--- src/rtl/pfilt_pkg.sv ---
package pfilt_pkg;
  // filter word geometry; positions are decoded by the permit logic
  localparam int FILT_W     = 32;
  localparam int EVT_W      = 16;
  localparam int EVT_BASE_W = 10;
  localparam int B_KEXCL    = 31;  // kernel exclude
  localparam int B_UEXCL    = 30;  // user exclude
  localparam int B_NSKRN    = 29;  // non-secure kernel, compared with kernel exclude
  localparam int B_HINC     = 27;  // hypervisor include
  localparam int B_MON      = 26;  // monitor, compared with kernel exclude
  localparam int B_SHYP     = 24;  // secure hypervisor, compared with hypervisor include

  typedef enum logic [1:0] {
    LVL_USER   = 2'd0,
    LVL_KERNEL = 2'd1,
    LVL_HYP    = 2'd2,
    LVL_MON    = 2'd3
  } lvl_e;

  typedef struct packed {
    logic             kexcl;
    logic             uexcl;
    logic             nskrn;
    logic             hinc;
    logic             mon;
    logic             shyp;
    logic [EVT_W-1:0] evt;
  } filt_fields_t;
endpackage

--- src/rtl/pfilt_decode.sv ---
module pfilt_decode
  import pfilt_pkg::*;
#(
  parameter bit HAS_LVL2      = 1'b1,
  parameter bit HAS_LVL3      = 1'b1,
  parameter bit HAS_SEC_LVL2  = 1'b1,
  parameter bit HAS_EVT_EXT   = 1'b1,
  parameter bit HAS_USER_EXCL = 1'b1
) (
  input  logic [FILT_W-1:0] word,
  output filt_fields_t      fields
);
  localparam int EXT_W = EVT_W - EVT_BASE_W;

  logic [EXT_W-1:0] ext_bits;
  logic             unused_bits;

  generate
    if (HAS_EVT_EXT) begin : g_ext
      assign ext_bits = word[EVT_W-1:EVT_BASE_W];
    end else begin : g_noext
      assign ext_bits = '0;
    end
  endgenerate

  always_comb begin
    fields.kexcl = word[B_KEXCL];
    fields.uexcl = HAS_USER_EXCL ? word[B_UEXCL] : 1'b0;
    fields.nskrn = HAS_LVL3      ? word[B_NSKRN] : 1'b0;
    fields.hinc  = HAS_LVL2      ? word[B_HINC]  : 1'b0;
    fields.mon   = word[B_MON];
    fields.shyp  = HAS_SEC_LVL2  ? word[B_SHYP]  : 1'b0;
    fields.evt   = {ext_bits, word[EVT_BASE_W-1:0]};
  end

  // bits with no meaning to this block, plus ones a parameter may mask
  assign unused_bits = ^{word[B_SHYP-1:EVT_W], word[B_MON-1], word[B_HINC+1],
                         word[EVT_W-1:EVT_BASE_W]};
endmodule

--- src/rtl/pfilt_permit.sv ---
module pfilt_permit
  import pfilt_pkg::*;
#(
  parameter bit HAS_LVL3 = 1'b1
) (
  input  logic [1:0]   lvl,
  input  logic         secure,
  input  filt_fields_t fields,
  output logic         permit
);
  always_comb begin
    unique case (lvl_e'(lvl))
      LVL_USER:   permit = ~fields.uexcl;
      LVL_KERNEL: permit = secure ? ~fields.kexcl
                                  : (fields.nskrn == fields.kexcl);
      LVL_HYP:    permit = secure ? (fields.shyp != fields.hinc)
                                  : fields.hinc;
      LVL_MON:    permit = HAS_LVL3 && (fields.mon == fields.kexcl);
      default:    permit = 1'b0;
    endcase
  end
endmodule

--- src/rtl/pfilt_out_stage.sv ---
module pfilt_out_stage #(
  parameter int W       = 8,
  parameter bit REG_OUT = 1'b1
) (
  input  logic         clk,
  input  logic         rst,
  input  logic [W-1:0] d,
  output logic [W-1:0] q
);
  generate
    if (REG_OUT) begin : g_reg
      always_ff @(posedge clk) begin
        if (rst) q <= '0;
        else     q <= d;
      end
    end else begin : g_pass
      logic unused_clk_rst;
      assign unused_clk_rst = clk ^ rst;
      assign q = d;
    end
  endgenerate
endmodule

--- src/rtl/priv_count_filter.sv ---
module priv_count_filter
  import pfilt_pkg::*;
#(
  parameter int NUM_EVT       = 4,
  parameter bit HAS_LVL2      = 1'b1,
  parameter bit HAS_LVL3      = 1'b1,
  parameter bit HAS_SEC_LVL2  = 1'b1,
  parameter bit HAS_EVT_EXT   = 1'b1,
  parameter bit HAS_USER_EXCL = 1'b1,
  parameter bit REG_OUT       = 1'b1
) (
  input  logic                      clk,
  input  logic                      rst,
  input  logic [1:0]                cur_lvl,
  input  logic                      cur_secure,
  input  logic [NUM_EVT*FILT_W-1:0] evt_filt,
  input  logic [FILT_W-1:0]         cyc_filt,
  output logic [NUM_EVT-1:0]        evt_permit,
  output logic                      cyc_permit,
  output logic [NUM_EVT*EVT_W-1:0]  evt_sel
);
  localparam int OUT_W = NUM_EVT * EVT_W + NUM_EVT + 1;

  logic [NUM_EVT-1:0]       permit_d;
  logic [NUM_EVT*EVT_W-1:0] sel_d;
  logic                     cyc_permit_d;
  filt_fields_t             cyc_fields;
  logic [OUT_W-1:0]         stage_q;

  generate
    for (genvar n = 0; n < NUM_EVT; n++) begin : g_evt
      filt_fields_t f;

      pfilt_decode #(
        .HAS_LVL2(HAS_LVL2), .HAS_LVL3(HAS_LVL3), .HAS_SEC_LVL2(HAS_SEC_LVL2),
        .HAS_EVT_EXT(HAS_EVT_EXT), .HAS_USER_EXCL(HAS_USER_EXCL)
      ) u_dec (
        .word   (evt_filt[n*FILT_W +: FILT_W]),
        .fields (f)
      );

      pfilt_permit #(.HAS_LVL3(HAS_LVL3)) u_perm (
        .lvl    (cur_lvl),
        .secure (cur_secure),
        .fields (f),
        .permit (permit_d[n])
      );

      assign sel_d[n*EVT_W +: EVT_W] = f.evt;
    end
  endgenerate

  pfilt_decode #(
    .HAS_LVL2(HAS_LVL2), .HAS_LVL3(HAS_LVL3), .HAS_SEC_LVL2(HAS_SEC_LVL2),
    .HAS_EVT_EXT(HAS_EVT_EXT), .HAS_USER_EXCL(HAS_USER_EXCL)
  ) u_cyc_dec (
    .word   (cyc_filt),
    .fields (cyc_fields)
  );

  pfilt_permit #(.HAS_LVL3(HAS_LVL3)) u_cyc_perm (
    .lvl    (cur_lvl),
    .secure (cur_secure),
    .fields (cyc_fields),
    .permit (cyc_permit_d)
  );

  // the cycle counter has no selector output
  logic unused_cyc_evt;
  assign unused_cyc_evt = ^cyc_fields.evt;

  pfilt_out_stage #(.W(OUT_W), .REG_OUT(REG_OUT)) u_out (
    .clk (clk),
    .rst (rst),
    .d   ({sel_d, permit_d, cyc_permit_d}),
    .q   (stage_q)
  );

  assign {evt_sel, evt_permit, cyc_permit} = stage_q;
endmodule

--- config.mk ---
export PLATFORM = sky130hd
export DESIGN_NAME = priv_count_filter
export DESIGN_NICKNAME = d
export VERILOG_FILES = /design/src/rtl/pfilt_pkg.sv /design/src/rtl/pfilt_decode.sv /design/src/rtl/pfilt_permit.sv /design/src/rtl/pfilt_out_stage.sv /design/src/rtl/priv_count_filter.sv
export SDC_FILE = /design/constraint.sdc
export NUM_CORES = 1
export LEC_CHECK = 0
export ABC_CLOCK_PERIOD_IN_PS = 1400
export BUFFER_PORTS_ARGS = -buffer_cell sky130_fd_sc_hd__buf_2
export CAP_MARGIN = 30
export CELL_PAD_IN_SITES_DETAIL_PLACEMENT = 1
export CELL_PAD_IN_SITES_GLOBAL_PLACEMENT = 2
export CORE_ASPECT_RATIO = 1.2
export CORE_MARGIN = 2
export CORE_UTILIZATION = 21
export DETAILED_ROUTE_END_ITERATION = 7
export PLACE_DENSITY = 0.88
export SLEW_MARGIN = 20
export SYNTH_ARGS = -nofsm -noshare
export SYNTH_HDL_FRONTEND = slang
export SYNTH_HIERARCHICAL = 1
export SYNTH_SLANG_ARGS = --single-unit
--- constraint.sdc ---
create_clock -name clk -period 1.4 [get_ports clk]
set_input_delay 0.14 -clock clk [delete_from_list [all_inputs] [get_ports clk]]
set_output_delay 0.14 -clock clk [all_outputs]
set_load 0.05 [all_outputs]
==> results.md <==
- Status: complete, no violations
- Setup-failing EPs final: 0
- CP Launch Type: flip-flop
- Final wirelength: 6.13 mm
- WHS Endpoint: u_out/q[29]
- Vias: roughly 1900
- Final hold slack: around 0.021 ns
- Core ar.: ~0.013 sq mm
- Largest net degree at the start of global routing: 70
- RD Place Congestion: ~0.74
- CP arrival: 0.92 ns
- Root Buffer: clkbuf_16
- Reg with most FFs: u_out/q
- Clock sinks: 69
- Setup bufs post-CTS: 0
- Max cap viols: 0
- Critical path class: reg -> out
- Antenna Nets Post-Route: 0
- Final hold vios: 0
- Synth Warn #: 6
- Slowest CP cell: dfxtp_1
- # DRC: 0
- Total gr overflow: 0
- Die area: 0.0147 sq mm
- TNS Setup: 0 ns
- Worst Setup End Kind: output port
- HP Start: evt_filt[40]
- Mapped Avg Cell Area: about 11 sq um
- Metal-1 WL: around 2.3 mm
- RSZ-0062 raised after global routing: false
- Die height: approximately 130 um
- WL/cell: between 10 and 15 um
- Tcrit/Tclk final: 0.756
- Fmax: about 940 MHz
- Mapped Nets: ~440
- Cell leakage power: about 1.7 nW
- Dpl hpwl: between 4 and 5 mm
- Initial core utilization: 0.216
- Commonest non-fill, non-tap cell in the layout: buf_2
- Die W: between 100 and 150 um
- Met2 wire length: around 3.0 mm
- Max reg flops: approximately 70
- ANT cells: 0
- I/O Pins: roughly 230
- Mapped Cells: ~270
- Rel. slew slack: 0.797
- Hold Path Stages: 2
- Layout area overhead: 21.6%
- Worst-margin pin slew: ~0.30 ns
- Worst-path fanout max: 1
- Layout Utilization: 0.263
- Delay-heaviest family, CP: flip-flops
- Post-cts repair resize count: 0
- Port bufs: between 150 and 200
- CP max stage delay: 0.33 ns
- Max clock buf depth: 2
- Min-delay worst type: in -> reg
- Layout fillers: between 1500 and 2000
- Critical Path RT: between 1 and 1.5 ns
- GRT Resource Usage Total: 0.0835
- Reg clk slew, reported paths: 0.06 ns
- First-pass GRT wire length: 9.56 mm
- Largest regs: u_out/q: 69 flops
- Initial antenna violation count: 0
- VDD IR max: about 600 uV
- Commonest non-fill, non-tap cells in the layout: 167 x buf_2, 69 x nor2b_1, 69 x dfxtp_1, 15 x xnor2_1, 9 x clkbuf_16
- Met3 wire len: 668 um
- Rows: 46
- Layout cells sized above 1: 0.543
- Cell depth of the worst setup path: 1
- Max H-tree Level: 3
- CTS tree: yes
- Post-CTS Hold Fix Bufs: 0
- Power density over cell area: 1500 mW/mm^2
- Nets: 517
- Cts bufs inserted: 9
- Top sig layer: met4
- Crit path cell chain: buf_2
- Bufs and invs on worst path: 1
- Initial DRT Pass Iterations: 4
- Final Max Tran Viols: 0
- Tmin final: between 1 and 1.5 ns
- Vias in the first global route: around 1900
- Starting DRC count in detailed routing: between 50 and 60
- Via density: ~3.5
- Mapped Area: 0.00289 sq mm
## area by class of cell
class | count | area (sq um) | area share
well taps | 168 | 210 | 0.0599
flip-flops and latches | 69 | 1380 | 0.393
clock inverters | 6 | 68.8 | 0.0196
clock buffers | 10 | 239 | 0.0680
repair buffers | 168 | 856 | 0.244
multi-input cells | 99 | 738 | 0.210
inverters | 5 | 18.8 | 0.00534
## report_power, final
part / switching [W] / internal [W]
sequential: 0.0000237 / 0.00208
combinational: 0.000571 / 0.000294
clock: 0.000879 / 0.00144
## through the flow
stage                     instance area (sq um)  setup slack, ns  total power, W  std cells
after floorplan                            2890            0.233         0.00291        274
after global placement                     3200           0.0893         0.00300        509
after detailed placement                   3200           0.0616         0.00302        509
after CTS                                  3510            0.308         0.00539        525
after global routing                       3510            0.292         0.00552        525
final                                      3510            0.341         0.00528        525
## how the worst max path moves through the flow
stage                        endpoint    startpoint
after floorplan            u_out/q[0]  cyc_filt[29]
after detailed placement   u_out/q[1]    cur_secure
after global placement     u_out/q[1]    cur_secure
after CTS                 evt_sel[43]   u_out/q[48]
after global routing      evt_sel[43]   u_out/q[48]
final                     evt_sel[43]   u_out/q[48]
## metal layers
metal | global-route usage | vias up
met2 | 0.146 | 115
met5 | 0 | -
li1 | - | 892
met1 | 0.0864 | 843
met4 | 0.0329 | 0
met3 | 0.0408 | 5
(Power assumes the default switching activity.)
